## config.mk

```make
export PLATFORM = sky130hd
export DESIGN_NAME = rapc_seq_fsm
export DESIGN_NICKNAME = d
export VERILOG_FILES = /design/src/rtl/rapc_pkg.sv /design/src/rtl/rapc_seq_fsm.sv
export SDC_FILE = /design/constraint.sdc
export NUM_CORES = 1
export LEC_CHECK = 0
export BUFFER_PORTS_ARGS = -buffer_cell sky130_fd_sc_hd__buf_4
export CORE_AREA = 2 2 39 41
export CTS_CLUSTER_DIAMETER = 80
export DETAILED_ROUTE_END_ITERATION = 8
export DIE_AREA = 0 0 41 43
export SLEW_MARGIN = 15
export SYNTH_ARGS = -nofsm -noshare
export SYNTH_HDL_FRONTEND = slang
export SYNTH_SLANG_ARGS = --single-unit
```

## constraint.sdc

```tcl
create_clock -name clk -period 2.4 [get_ports clk]
set_clock_uncertainty 0.2 [all_clocks]
set_input_delay 0.12 -clock clk [delete_from_list [all_inputs] [get_ports clk]]
set_output_delay 0.12 -clock clk [all_outputs]
set_load 0.01 [all_outputs]
```

## src/rtl/rapc_pkg.sv

```systemverilog
package rapc_pkg;

    // Position of the transaction for the request that is open now
    typedef enum logic [1:0] {
        ST_IDLE      = 2'd0,
        ST_WAIT_ACK  = 2'd1,
        ST_ACK_FRESH = 2'd2,
        ST_ACK_QUIET = 2'd3
    } rapc_state_e;

    localparam int CAUSE_W = 2;

    typedef enum logic [CAUSE_W-1:0] {
        CAUSE_NONE    = 2'b00,
        CAUSE_MISSING = 2'b01,
        CAUSE_EXTRA   = 2'b10,
        CAUSE_ORDER   = 2'b11
    } rapc_cause_e;

endpackage

```

## src/rtl/rapc_seq_fsm.sv

```systemverilog
module rapc_seq_fsm
    import rapc_pkg::*;
(
    input  logic        clk,
    input  logic        rst_n,
    input  logic        req_edge_i,
    input  logic        ack_i,
    input  logic        gap_mode_i,
    output rapc_state_e state_o,
    output logic        err_evt_o,
    output rapc_cause_e err_code_o
);

    rapc_state_e state_q;
    rapc_state_e state_d;

    // State register
    always_ff @(posedge clk) begin
        if (!rst_n) begin
            state_q <= ST_IDLE;
        end else begin
            state_q <= state_d;
        end
    end

    // Next state and error decision
    always_comb begin
        state_d    = state_q;
        err_evt_o  = 1'b0;
        err_code_o = CAUSE_NONE;

        unique case (state_q)
            ST_IDLE: begin
                if (req_edge_i) begin
                    // open: any acknowledge in this cycle is not counted
                    state_d = ST_WAIT_ACK;
                end else if (ack_i) begin
                    // stray acknowledge with nothing pending
                    err_evt_o  = 1'b1;
                    err_code_o = CAUSE_ORDER;
                end
            end

            ST_WAIT_ACK: begin
                if (req_edge_i) begin
                    err_evt_o  = 1'b1;
                    err_code_o = CAUSE_MISSING;
                    state_d    = ST_WAIT_ACK;
                end else if (ack_i) begin
                    state_d = ST_ACK_FRESH;
                end
            end

            ST_ACK_FRESH: begin
                if (req_edge_i) begin
                    if (gap_mode_i) begin
                        err_evt_o  = 1'b1;
                        err_code_o = CAUSE_ORDER;
                    end
                    state_d = ST_WAIT_ACK;
                end else if (ack_i) begin
                    err_evt_o  = 1'b1;
                    err_code_o = CAUSE_EXTRA;
                end else begin
                    state_d = ST_ACK_QUIET;
                end
            end

            ST_ACK_QUIET: begin
                if (req_edge_i) begin
                    state_d = ST_WAIT_ACK;
                end else if (ack_i) begin
                    err_evt_o  = 1'b1;
                    err_code_o = CAUSE_EXTRA;
                    state_d    = ST_ACK_FRESH;
                end
            end
        endcase
    end

    assign state_o = state_q;

endmodule

```

==> impl_results.md, run 1 <==
* Status: completed
* Pwr/cell area at 388.3 nW/µm²
* Max Clk Rate at 0.4389 GHz
* DR WL met2 at 314 µm
* Initial Utilization at 0.2089
* Top sig layer: met4
* Final wirelength at 613 µm
* Asr flop ratio synth at 0
* Post-synthesis sequential area ratio at 0.1385
* Distinct cell type count after synthesis at 19
* Clock share of power at 0.450
* Yosys reg bits at 2
* Largest register FFs at 2
* Hold buffers post-CTS at 2
* Clk_lat worst skew at 0.22 ns
* Post-Synthesis Cells at 36
* Die Width at 41 µm
* Crit path max fanout at 8
* Initial antenna violation count at 0
* First-pass GRT wire length at 1.007 mm
* Seq pwr share at 0.236
* Setup slack at placement at 0.6678 ns
* Pleak at 0.1995 nW
* CP Launch Type: flip-flop
* Combinational share of power at 0.314
* Post-route insts no fill at 66
* Setup TNS at 0 ns
* Final std cell area, no fill at 419.2 µm²
* DRT iter0 DRCs at 1
* Measured slew at the worst slew-check pin at 0.2662 ns
* Cell Int Power at 0.1181 mW
* Syn avg cell area at 8.029 µm²
* Clk buf depth at 2
* Resize count post-CTS at 0
* Core area at 1384 µm²
* VDD IR max at 0.2100 mV
* Fin util at 0.3029
* Total buffers and inverters traversed by the critical path at 2
* Root buffer cell: clkbuf_4
* CTS tree: yes
* Vias in the first global route at 276
* Fillcell total at 149
* Final hold vios at 0
* Crit share post-route at 0.9494
* # diodes at 0
* # setup viols final at 0
* Synth area leader: ha_1
* Final Total Pwr at 0.1628 mW
* Clk slew on worst S/H paths at 0.03 ns
* CP Capture Type: flip-flop
* Area grow syn2layout at 45.02%
* Max Slew Vio Count at 0
* Critical Path RT at 2.30 ns
* CP arrival at 2.18 ns
* # IOs at 10
* Total gr overflow at 0
* Vias per cell at 4.561
* Port bufs at 9
* Hold Crit Class: in2reg
* Largest net degree at the start of global routing at 9
* Slew HR at 0.8223
* Sw frac at 0.2745
* Critical path's top delay family: buffers and inverters
* DP Area at 376.6 µm²
* Final hold slack at 0.008574 ns
* CTS Sinks at 2
* Top cells by count, synth: 6 x ha_1, 3 x a21oi_1, 3 x nand2_1, 3 x nand2b_1, 3 x o21ai_1
* Cell Chain, Critical Path: inv_1, ha_1, and4bb_1, a21oi_1, o21a_1, dlygate4sd3_1
* Unrepaired setup endpoints after global routing: false
* Die height at 43 µm
* Cell Count Post-Placement at 61
* Net Sw Power at 0.04469 mW
* Layout Nets at 63
* Setup slack after layout at 0.1214 ns
* Ys flop type: dfxtp_1
* H-tree depth at 1
* Wire length on met3 at 22 µm
* DR vias at 301
* Row count at 14
* Mapped Area at 289.0 µm²
* Drt first pass iters at 2
* Crit Path Class: reg2reg
* Die Area at 1763 µm²
* Wire length per cell at 9.288 µm
* Period minus WS final at 2.279 ns
* Routability cong. at 0.6754
* Slowest CP cell: dlygate4sd3_1
* Yosys top cell area share at 0.2597
* Final ANT Viol Nets at 0
* Setup Buffers After CTS at 0
* TritonCTS Buffers at 3
* Met1 WL at 260 µm
* GRT Util Overall at 0.08509
* Ranking of synthesized cells by area: ha_1 26%, dfxtp_1 14%, nand2b_1 6.5%
* Yosys warnings at 0
* Number of enable flip-flop cells after synthesis at 0
* Cell with the most instances after synthesis: ha_1
* Syn nets at 47
* Layout cell share with drive strength beyond 1 at 0.2600
* CP peak stage delay at 0.55 ns
* MaxCap Viol Count at 0
* Drt drc at 0
[tightest hold or removal path, delay by kind of cell]
| kind | cells | cell delay (ns) |
|---|---|---|
| buffers and inverters | 1 | 0.12 |
| and+or+nand+nor | 1 | 0.10 |
| AOI/OAI and AO/OA | 1 | 0.04 |
[path summary, 6_finish.rpt]
path / startpoint / endpoint / slack [ns] / depth (start not counted)
worst max-delay path: state_o[0]$_SDFFE_PN0P_ / state_o[0]$_SDFFE_PN0P_ / 0.12 / 6
worst min-delay path: req_edge_i / state_o[1]$_SDFFE_PN0P_ / 0.009 / 3
worst max register to register: state_o[0]$_SDFFE_PN0P_ / state_o[0]$_SDFFE_PN0P_ / 0.12 / 6
worst min register to register: state_o[0]$_SDFFE_PN0P_ / state_o[1]$_SDFFE_PN0P_ / 0.40 / 2
[placed cells by master (no fill, tap or decap), drive strengths merged, types with 3 or more instances in the layout]
| cell type | n |
|---|---|
| ha | 6 |
| a21oi | 3 |
| nand2 | 3 |
| buf | 9 |
| o21ai | 5 |
| clkbuf | 3 |
| nand2b | 3 |
[kinds of logic after synthesis]
logic type | count (synthesis) | synth area share
buf+inv | 2 | 0.02598
flops | 2 | 0.1385
compound gates | 12 | 0.2554
fa+ha+maj | 6 | 0.2597
simple gates | 14 | 0.3204
[area by class of cell]
class	count	area, µm²	area share
Tap cell	16	20.02	0.04776
Inverter	2	7.507	0.01791
Multi-Input combinational cell	32	241.5	0.5761
Clock buffer	3	22.52	0.05373
Sequential cell	2	40.04	0.09552
Timing Repair Buffer	11	87.58	0.2090
[per-layer routing]
metal  vias up  global-route usage
met2         5              0.1313
met5         -                   0
li1        158                   -
met1       136             0.08917
met4         0             0.08000
met3         2             0.01571
[power groups by stage]
stage | Combinational, mW | Sequential [mW] | Clock [mW]
6_report | 0.0511 | 0.0384 | 0.0733
4_1_cts | 0.0519 | 0.0385 | 0.0770
3_3_place_gp | 0.0480 | 0.0389 | 0
3_5_place_dp | 0.0485 | 0.0389 | 0
2_1_floorplan | 0.0276 | 0.0388 | 0
5_1_grt | 0.0570 | 0.0387 | 0.0793
(Power assumes the default switching activity.)
==> run 2, diff against run 1 <==
==> constraint.sdc (replaced) <==
create_clock -name clk -period 2.7 [get_ports clk]
set_clock_uncertainty 0.2 [all_clocks]
set_input_delay 0.135 -clock clk [delete_from_list [all_inputs] [get_ports clk]]
set_output_delay 0.135 -clock clk [all_outputs]
set_load 0.01 [all_outputs]
==> impl_results.md, run 2 (synthesis results as in run 1) <==
* Status: completed
* # diodes at 0
* Layout cell share with drive strength beyond 1 at 0.2600
* Setup slack at placement at 0.9720 ns
* Layout Nets at 63
* Slowest CP cell: dlygate4sd3_1
* Unrepaired setup endpoints after global routing: false
* CP peak stage delay at 0.56 ns
* Fin util at 0.3029
* Clk_lat worst skew at 0.22 ns
* CP arrival at 2.22 ns
* Initial antenna violation count at 0
* Initial Utilization at 0.2089
* Multi-input gate area at 241.5 µm²
* Vias in the first global route at 281
* CP Capture Type: flip-flop
* Crit Path Class: reg2reg
* Total buffers and inverters traversed by the critical path at 2
* Largest net degree at the start of global routing at 9
* Resize count post-CTS at 0
* Final wirelength at 698 µm
* Total gr overflow at 0
* Pwr/cell area at 344.7 nW/µm²
* Die Width at 41 µm
* DR vias at 304
* Die height at 43 µm
* Drt drc at 0
* Measured slew at the worst slew-check pin at 0.2774 ns
* MaxCap Viol Count at 0
* DRT iter0 DRCs at 5
* GRT Util Overall at 0.09820
* Hold Crit Class: in2reg
* First-pass GRT wire length at 1.159 mm
* Wire length per cell at 10.58 µm
* Clk slew on worst S/H paths at 0.03 ns
* CTS Sinks at 2
* Largest register FFs at 2
* H-tree depth at 1
* Core area at 1384 µm²
* Final ANT Viol Nets at 0
* Area grow syn2layout at 45.02%
* Fillcell total at 159
* Row count at 14
* Port bufs at 9
* Register Area at 40.04 µm²
* # setup viols final at 0
* Setup slack after layout at 0.3751 ns
* TritonCTS Buffers at 3
* Final std cell area, no fill at 419.2 µm²
* CP Launch Type: flip-flop
* Critical path's top delay family: buffers and inverters
* DP Area at 376.6 µm²
* Slew HR at 0.8148
* Final Total Pwr at 0.1445 mW
* VDD IR max at 0.2634 mV
* Root buffer cell: clkbuf_4
* Crit share post-route at 0.8611
* Critical Path RT at 2.59 ns
* Drt first pass iters at 4
* Crit path max fanout at 8
* Cell Chain, Critical Path: inv_1, ha_1, and4bb_1, a21oi_1, o21a_1, dlygate4sd3_1
* Die Area at 1763 µm²
* Vias per cell at 4.606
* # IOs at 10
* Max Clk Rate at 0.4301 GHz
* Period minus WS final at 2.325 ns
* Pleak at 0.1995 nW
* Max Slew Vio Count at 0
* Most frequent cells in the layout: 9 x buf_4, 6 x ha_1
* Setup TNS at 0 ns
* CTS tree: yes
* Clk buf depth at 2
* Most common cell after layout, fill and taps aside: buf_4
* Routability cong. at 0.6734
* Final hold vios at 0
## run 2: cell counts in the layout (fill, tap and decap cells not counted)
Identical to the previous run, type by type.
## run 2: routing by layer
| layer | vias up | wire (µm) | GRT usage |
|---|---|---|---|
| met1 | 139 | 326 | 0.1150 |
| met5 | - | 0 | 0 |
| met3 | 2 | 21 | 0.05236 |
| li1 | 158 | - | - |
| met2 | 5 | 336 | 0.1344 |
| met4 | 0 | 14 | 0.06000 |
## run 2: worst paths after layout
check / cells after the start / from / endpoint / slack [ns]
worst max-delay path: 6 / state_o[0]$_SDFFE_PN0P_ / state_o[0]$_SDFFE_PN0P_ / 0.38
worst max register to register: 6 / state_o[0]$_SDFFE_PN0P_ / state_o[0]$_SDFFE_PN0P_ / 0.38
worst min register to register: 2 / state_o[0]$_SDFFE_PN0P_ / state_o[1]$_SDFFE_PN0P_ / 0.41
worst min-delay path: 3 / req_edge_i / state_o[1]$_SDFFE_PN0P_ / 0.04
## run 2: worst reg2reg max path, stage by stage, from the launching register on
cell           delay, ns
dfxtp_1             0.46
inv_1               0.14
ha_1                0.31
and4bb_1            0.30
a21oi_1             0.05
o21a_1              0.17
dlygate4sd3_1       0.56
## run 2: layout make-up
class	count	area share
clock buffer	3	0.05373
multi-input combinational	32	0.5761
sequential	2	0.09552
timing repair buffer	11	0.2090
tap	16	0.04776
inverter	2	0.01791
## run 2: report_power, final
group	switching (mW)	total, mW	internal (mW)
combinational	0.0219	0.0469	0.0250
sequential	0.00302	0.0343	0.0313
clock	0.0145	0.0633	0.0488
total	0.0394	0.144	0.105
## run 2: repair_timing
action,4_1_cts,5_1_grt
setup endpoints to repair,0,0
buffers inserted,0,0
hold endpoints to repair,2,0
hold buffers,2,0
## run 2: per-stage QoR
stage	cells	hold slack, ns
detailed placement	61	0.1601
floorplan	36	0.05252
global placement	61	0.1510
finish	66	0.03703
CTS	66	0.02994
global route	66	0.07083
==> run 3, diff against run 2 <==
--- a/config.mk
+++ b/config.mk
@@ -8,6 +8,7 @@
 export BUFFER_PORTS_ARGS = -buffer_cell sky130_fd_sc_hd__buf_4
 export CORE_AREA = 2 2 39 41
 export CTS_CLUSTER_DIAMETER = 80
+export CTS_CLUSTER_SIZE = 8
 export DETAILED_ROUTE_END_ITERATION = 8
 export DIE_AREA = 0 0 41 43
 export SLEW_MARGIN = 15
==> constraint.sdc (replaced) <==
create_clock -name clk -period 2.55 [get_ports clk]
set_clock_uncertainty 0.2 [all_clocks]
set_input_delay 0.1275 -clock clk [delete_from_list [all_inputs] [get_ports clk]]
set_output_delay 0.1275 -clock clk [all_outputs]
set_load 0.01 [all_outputs]
==> impl_results.md, run 3 (synthesis results as in run 1) <==
* Status: completed
* Critical path's top delay family: buffers and inverters
* Slew HR at 0.8209
* Worst r2r path cells at 6
* Largest register FFs at 2
* CTS tree: yes
* Die Width at 41 µm
* Cell Chain, Critical Path: inv_1, ha_1, and4bb_1, a21oi_1, o21a_1, dlygate4sd3_1
* Layout cell share with drive strength beyond 1 at 0.2600
* CTS Sinks at 2
* # IOs at 10
* Critical Path RT at 2.45 ns
* Drt drc at 0
* Port bufs at 9
* Crit share post-route at 0.9065
* TritonCTS Buffers at 3
* VDD IR max at 0.1636 mV
* CP arrival at 2.21 ns
* Worst path depth at 6
* Drt first pass iters at 2
* Root buffer cell: clkbuf_4
* Pwr/cell area at 365.8 nW/µm²
* MaxCap Viol Count at 0
* Initial Utilization at 0.2089
* First-pass GRT wire length at 945 µm
* Die height at 43 µm
* Initial antenna violation count at 0
* Fin util at 0.3029
* Vias per cell at 4.470
* Setup TNS at 0 ns
* Most frequent cells in the layout: 9 x buf_4, 6 x ha_1
* HPWL after DPL at 469.3 µm
* Row count at 14
* Wire length per cell at 9.955 µm
* Fillcell total at 157
* Unrepaired setup endpoints after global routing: false
* Final hold vios at 0
* Hold Path Depth at 3
* DRT iter0 DRCs at 2
* Crit Path Class: reg2reg
* Final wirelength at 657 µm
* GRT Util Overall at 0.08116
* H-tree depth at 1
* CP peak stage delay at 0.56 ns
* Die Area at 1763 µm²
* Max Slew Vio Count at 0
* Core area at 1384 µm²
* Area grow syn2layout at 45.02%
* Largest net degree at the start of global routing at 9
* CP Launch Type: flip-flop
* Clk slew on worst S/H paths at 0.03 ns
* CP Capture Type: flip-flop
* Final ANT Viol Nets at 0
* Pleak at 0.1995 nW
* Setup slack at placement at 0.8121 ns
* Resize count post-CTS at 0
* Most common cell after layout, fill and taps aside: buf_4
* Vias in the first global route at 235
* Total buffers and inverters traversed by the critical path at 2
* Total gr overflow at 0
* Period minus WS final at 2.312 ns
* DR vias at 295
* Hold Crit Class: in2reg
* Crit path max fanout at 8
* # setup viols final at 0
* Slowest CP cell: dlygate4sd3_1
* Layout Nets at 63
* Max Clk Rate at 0.4326 GHz
* Routability cong. at 0.6643
* Final hold slack at 0.01932 ns
* Measured slew at the worst slew-check pin at 0.2683 ns
* Clk_lat worst skew at 0.22 ns
* Setup slack after layout at 0.2383 ns
* # diodes at 0
* Clk buf depth at 2
[run 3: layout make-up]
type | instances | area (µm²) | share of cell area
clock buffer | 3 | 22.52 | 0.05373
tap | 16 | 20.02 | 0.04776
timing repair buffer | 11 | 87.58 | 0.2090
multi-input combinational | 32 | 241.5 | 0.5761
inverter | 2 | 7.507 | 0.01791
sequential | 2 | 40.04 | 0.09552
[run 3: through the flow]
stage | area (µm²) | power, mW | cells
2_1_floorplan | 289.0 | 0.06253 | 36
3_3_place_gp | 376.6 | 0.08178 | 61
3_5_place_dp | 376.6 | 0.08223 | 61
4_1_cts | 419.2 | 0.1586 | 66
5_1_grt | 419.2 | 0.1664 | 66
6_report | 419.2 | 0.1533 | 66
[run 3: what timing repair did]
| action | CTS | global route |
|---|---|---|
| endpoints found under the hold margin | 2 | 0 |
| hold buffers | 2 | 0 |
| setup buffers | 0 | 0 |
[run 3: worst paths after layout]
check | from | slack, ns | to
max | state_o[0]$_SDFFE_PN0P_ | 0.24 | state_o[0]$_SDFFE_PN0P_
min | req_edge_i | 0.02 | state_o[1]$_SDFFE_PN0P_
max reg2reg | state_o[0]$_SDFFE_PN0P_ | 0.24 | state_o[0]$_SDFFE_PN0P_
min reg2reg | state_o[0]$_SDFFE_PN0P_ | 0.40 | state_o[1]$_SDFFE_PN0P_
[run 3: worst reg2reg max path, cell delays in order (launching register included)]
cell           delay [ns]
dfxtp_1              0.46
inv_1                0.14
ha_1                 0.32
and4bb_1             0.29
a21oi_1              0.04
o21a_1               0.18
dlygate4sd3_1        0.56
[run 3: power breakdown]
part / internal [mW] / switching [mW] / leakage [nW]
Combinational: 0.0263 / 0.0222 / 0.169
Sequential: 0.0331 / 0.00313 / 0.0165
Clock: 0.0518 / 0.0168 / 0.0138
Total: 0.111 / 0.0421 / 0.199
[run 3: layer usage]
layer	global-route usage	share of wire
met5	0	0
met4	0.04000	0
met3	0.04712	0.035
met1	0.08626	0.44
met2	0.1219	0.52
